**src/rtl/rx_idle_pkg.sv**
```systemverilog
package rx_idle_pkg;
  // counter channel index
  localparam int unsigned CH_SLEEP = 0;
  localparam int unsigned CH_TMO   = 1;
  localparam int unsigned N_CH     = 2;

  typedef struct packed {
    logic clr;
    logic inc;
  } cnt_ctl_t;
endpackage

```
**src/rtl/rx_idle_ctl.sv**
```systemverilog
module rx_idle_ctl
  import rx_idle_pkg::*;
(
  input  logic     bit_tick_i,
  input  logic     rx_sample_i,
  input  logic     fifo_nempty_i,
  input  logic     rd_strobe_i,
  input  logic     sleep_en_i,
  output cnt_ctl_t ctl_o [N_CH]
);
  logic act, quiet;

  // activity = low level seen at a tick
  assign act   = bit_tick_i & ~rx_sample_i;
  assign quiet = bit_tick_i &  rx_sample_i;

  always_comb begin
    ctl_o[CH_SLEEP].clr = act | ~sleep_en_i;
    ctl_o[CH_SLEEP].inc = quiet & sleep_en_i;
    ctl_o[CH_TMO].clr   = act | rd_strobe_i | ~fifo_nempty_i;
    ctl_o[CH_TMO].inc   = quiet & fifo_nempty_i;
  end
endmodule

```
**src/rtl/rx_idle_sat_cnt.sv**
```systemverilog
module rx_idle_sat_cnt #(
  parameter int unsigned MAX   = 48,
  parameter int unsigned CNT_W = $clog2(MAX + 1)
) (
  input  logic             clk_i,
  input  logic             rst_ni,
  input  logic             clr_i,
  input  logic             inc_i,
  output logic [CNT_W-1:0] cnt_o,
  output logic             full_o
);
  localparam logic [CNT_W-1:0] LIMIT = CNT_W'(MAX);

  always_ff @(posedge clk_i or negedge rst_ni) begin
    if (!rst_ni)                      cnt_o <= '0;
    else if (clr_i)                   cnt_o <= '0;
    else if (inc_i && cnt_o != LIMIT) cnt_o <= cnt_o + CNT_W'(1);
  end

  assign full_o = (cnt_o == LIMIT);

  p_sat_r8: assert property (@(posedge clk_i) disable iff (!rst_ni)
    cnt_o <= LIMIT);
  p_hold_full_r8: assert property (@(posedge clk_i) disable iff (!rst_ni)
    full_o && !clr_i |=> full_o);
  p_clr_r3: assert property (@(posedge clk_i) disable iff (!rst_ni)
    clr_i |=> cnt_o == '0);
  p_step_r2: assert property (@(posedge clk_i) disable iff (!rst_ni)
    inc_i && !clr_i && !full_o |=> cnt_o == $past(cnt_o) + CNT_W'(1));
  p_no_tick_r4: assert property (@(posedge clk_i) disable iff (!rst_ni)
    !inc_i && !clr_i |=> $stable(cnt_o));
endmodule

```
**src/rtl/rx_idle_timer.sv**
```systemverilog
module rx_idle_timer
  import rx_idle_pkg::*;
#(
  parameter int unsigned FRAME_BITS = 12,
  parameter int unsigned FRAME_MULT = 4
) (
  input  logic clk_i,
  input  logic rst_ni,
  input  logic bit_tick_i,
  input  logic rx_sample_i,
  input  logic fifo_nempty_i,
  input  logic rd_strobe_i,
  input  logic sleep_en_i,
  output logic idle_o,
  output logic timeout_o
);
  localparam int unsigned THRESH = FRAME_BITS * FRAME_MULT;
  localparam int unsigned CNT_W  = $clog2(THRESH + 1);

  cnt_ctl_t         ctl  [N_CH];
  logic [CNT_W-1:0] cnt  [N_CH];
  logic [N_CH-1:0]  full;

  rx_idle_ctl u_ctl (
    .bit_tick_i    (bit_tick_i),
    .rx_sample_i   (rx_sample_i),
    .fifo_nempty_i (fifo_nempty_i),
    .rd_strobe_i   (rd_strobe_i),
    .sleep_en_i    (sleep_en_i),
    .ctl_o         (ctl)
  );

  for (genvar g = 0; g < N_CH; g++) begin : g_ch
    rx_idle_sat_cnt #(.MAX(THRESH), .CNT_W(CNT_W)) u_cnt (
      .clk_i  (clk_i),
      .rst_ni (rst_ni),
      .clr_i  (ctl[g].clr),
      .inc_i  (ctl[g].inc),
      .cnt_o  (cnt[g]),
      .full_o (full[g])
    );
  end

  assign idle_o    = full[CH_SLEEP];
  assign timeout_o = full[CH_TMO];

  p_rd_clears_r6: assert property (@(posedge clk_i) disable iff (!rst_ni)
    rd_strobe_i |=> !timeout_o);
  p_empty_clears_r5: assert property (@(posedge clk_i) disable iff (!rst_ni)
    !fifo_nempty_i |=> !timeout_o && cnt[CH_TMO] == '0);
  p_sleep_off_r9: assert property (@(posedge clk_i) disable iff (!rst_ni)
    !sleep_en_i |=> !idle_o && cnt[CH_SLEEP] == '0);
  p_act_r3: assert property (@(posedge clk_i) disable iff (!rst_ni)
    bit_tick_i && !rx_sample_i |=> !idle_o && !timeout_o);
  p_to_hold_r7: assert property (@(posedge clk_i) disable iff (!rst_ni)
    timeout_o && fifo_nempty_i && !rd_strobe_i && !(bit_tick_i && !rx_sample_i)
      |=> timeout_o);
  p_rd_sleep_r6: assert property (@(posedge clk_i) disable iff (!rst_ni)
    idle_o && sleep_en_i && !(bit_tick_i && !rx_sample_i) |=> idle_o);
endmodule

```
**config.mk**
```make
export PLATFORM = sky130hd
export DESIGN_NAME = rx_idle_timer
export DESIGN_NICKNAME = d
export VERILOG_FILES = /design/src/rtl/rx_idle_pkg.sv /design/src/rtl/rx_idle_ctl.sv /design/src/rtl/rx_idle_sat_cnt.sv /design/src/rtl/rx_idle_timer.sv
export SDC_FILE = /design/constraint.sdc
export NUM_CORES = 1
export LEC_CHECK = 0
export BUFFER_PORTS_ARGS = -buffer_cell sky130_fd_sc_hd__buf_2
export CAP_MARGIN = 20
export CORE_AREA = 2 2 50 52
export CTS_CLUSTER_SIZE = 14
export DETAILED_ROUTE_END_ITERATION = 8
export DIE_AREA = 0 0 52 54
export GPL_TIMING_DRIVEN = 1
export SYNTH_ARGS = -nofsm -noshare
export SYNTH_HDL_FRONTEND = slang
export SYNTH_SLANG_ARGS = --single-unit
```
**constraint.sdc**
```tcl
create_clock -name clk_i -period 3.9 [get_ports clk_i]
set_input_delay 0.78 -clock clk_i [delete_from_list [all_inputs] [get_ports clk_i]]
set_output_delay 0.78 -clock clk_i [all_outputs]
set_load 0.01 [all_outputs]
```
==> metrics.csv <==
metric,value,unit
ys_ff_latch,12,
post_drt_wl_per_cell,13.3,um
worstMarginPinSlew,0.745,ns
cp-start-kind,register,
syn_area,763,um2
outcome,"finished, final reports clean",
firstDrtPassIters,3,
crit_type,reg -> out,
layout_commonest_cell,dfrtp_1,
drive_gt1_share,16.5,%
reg2reg_depth,5,
leakage,0.333,nW
antenna-diode-count,0,
yosys.area.top_type_share,39.3,%
htreeDepth,1,
setup_viol,0,
dieArea,2810,um2
track_usage,13.2,%
largest_reg_flops,12,
worstPathRequired,3.12,ns
min_period,2.40,ns
areaGrowthSynthToFinish,12.0,%
reg_top3,g_ch.u_cnt.cnt_o: 12 flops,
clk_latency,0.28,ns
ys_seq_area_share,39.3,%
worstPathMaxFanout,4,
synth.area.top_cells,"dfrtp_1 39%, ha_1 6.6%, nand2_1 5.4%, nand3_1 3.9%, nand4b_1 3.4%",
viasPerCell,5.41,
die_h,54,um
syn_area_per_cell,9.20,um2
cellPowerDensity,293,nW/um2
cts_buffer_depth,2,
r2r-start,g_ch[1].u_cnt.cnt_o[0],
vias,655,
ctsResizeCount,0,
numCtsBuffers,3,
fmax,417,MHz
path_clk_slew,0.08,ns
port_buffers,8,
cp_slowest_cell,nor4b_2,
critPathCapture,idle_o,
regMostFlops,g_ch.u_cnt.cnt_o,
hold_path_class,in -> async,
synth-edff-count,0,
hold_buffers,0,
r2r_end,g_ch[1].u_cnt.cnt_o[0],
mostFrequentLayoutCells,"12 x dfrtp_1, 11 x nand2_1, 8 x buf_2",
drv_cap,0,
num_rows,18,
reg2reg_slack,2.43,ns
grt_max_degree,15,
synth.distinct_cells,32,
cts_tree,done,
cp-end-kind,primary output,
fin_crit_sh,61.5,%
place_congestion,0.714,
path_cells,inv_1 > ha_1 > nand2_1 > nor4b_2 > buf_2,
core_area,2320,um2
cts_root_buffer,clkbuf_4,
setup_tns,0,ns
hold_viol,0,
post_cts_buffers,0,
cp.arrival,1.62,ns
syn_inst,83,
maxSlewViolCount,0,
ant_nets,0,
grt-ovfl-total,0,
dp.cells,117,
grt_pass1_vias,587,
final_cells,121,
maxSlewHeadroom,49.8,%
rsz0062_at_grt,no,
antenna_found_initial,0,
start_util,32.9,%
grt_pass1_wl,2.67,mm
postRouteWirelength,1.61,mm
post-dp-hpwl,1.17,mm
power,0.000250,W
cts_sinks,12,
io_pins,9,
max_stage_delay,0.42,ns
yosys.area.top_type,dfrtp_1,
die-width,52,um
synthArstFlopShare,100,%
synthFlopType,dfrtp_1,
crit_path_start,g_ch[0].u_cnt.cnt_o[0],
ys_warn_count,0,
first_iter_violations,4,
fin_skew,0.00595,ns
finalNetCount,103,
drc_errors,0,
syn_nets,94,
irDropWorstVdd,0.000196,V
[synth_stat cells, types with 2 or more instances]
cell and n:
nand2_1 11, dfrtp_1 12, nand4_1 2, ha_1 4, nand3b_1 3, a21oi_1 4
nand3_1 6, o21ai_0 4, nand4b_1 3, inv_1 5, clkbuf_1 2, buf_4 2
o22ai_1 4, nor2b_1 2, a21boi_0 2
[worst max-delay path, delay by kind of cell (launching register included)]
kind                       cells  cell delay (ns)
buffers and inverters          2             0.30
DFF                            1             0.41
and+or+nand+nor                2             0.49
adders and majority gates      1             0.14
[report_power, final]
part / total (W) / internal, W / switching (W) / leakage [nW]
clock network: 0.000103 / 0.0000569 / 0.0000459 / 0.0210
logic: 0.0000208 / 0.00000662 / 0.0000142 / 0.145
registers: 0.000127 / 0.000125 / 0.00000131 / 0.167
[worst min path at each step]
stage	start	end	slack [ns]	depth (start not counted)
floorplan	rst_ni	g_ch[0].u_cnt.cnt_o[0]	0.48	0
CTS	rst_ni	g_ch[1].u_cnt.cnt_o[4]	0.37	1
detailed placement	g_ch[1].u_cnt.cnt_o[5]	g_ch[1].u_cnt.cnt_o[5]	0.55	2
finish	rst_ni	g_ch[1].u_cnt.cnt_o[4]	0.36	1
global placement	g_ch[1].u_cnt.cnt_o[5]	g_ch[1].u_cnt.cnt_o[5]	0.54	2
global route	rst_ni	g_ch[1].u_cnt.cnt_o[4]	0.38	1
[routing by layer]
layer  part of all wire (%)  GRT usage [%]  up-vias
met1                     49           17.5      315
met4                   0.68           3.95        0
met5                      0              0        -
li1                       -              -      329
met2                     47           19.8        9
met3                    4.1           5.00        2
[through the flow]
stage / setup WS [ns] / utilization (%) / instance area, um2 / hold slack, ns
2_1_floorplan: 2.01 / - / 763 / 0.484
3_3_place_gp: 1.84 / 35.3 / 818 / 0.536
3_5_place_dp: 1.80 / 35.3 / 818 / 0.547
4_1_cts: 1.48 / 36.8 / 855 / 0.369
5_1_grt: 1.38 / 36.8 / 855 / 0.380
6_report: 1.50 / 36.8 / 855 / 0.363
[kinds of logic (layout without fill, tap and decap cells)]
family                     count (synthesis)  after routing  synth area share, %
AOI/OAI and AO/OA                         23             23                 21.1
buffers and inverters                      9             17                 5.41
and+or+nand+nor                           35             35                 27.5
adders and majority gates                  4              4                 6.56
DFF                                       12             12                 39.3
[cell type report]
type	instances	area, um2
Timing Repair Buffer	8	40.0
Multi-Input combinational cell	62	422
Inverter	5	18.8
Clock buffer	4	36.3
Sequential cell	12	300
Tap cell	30	37.5
Fill cell	244	1470
Power figures use the tool's default switching activity.
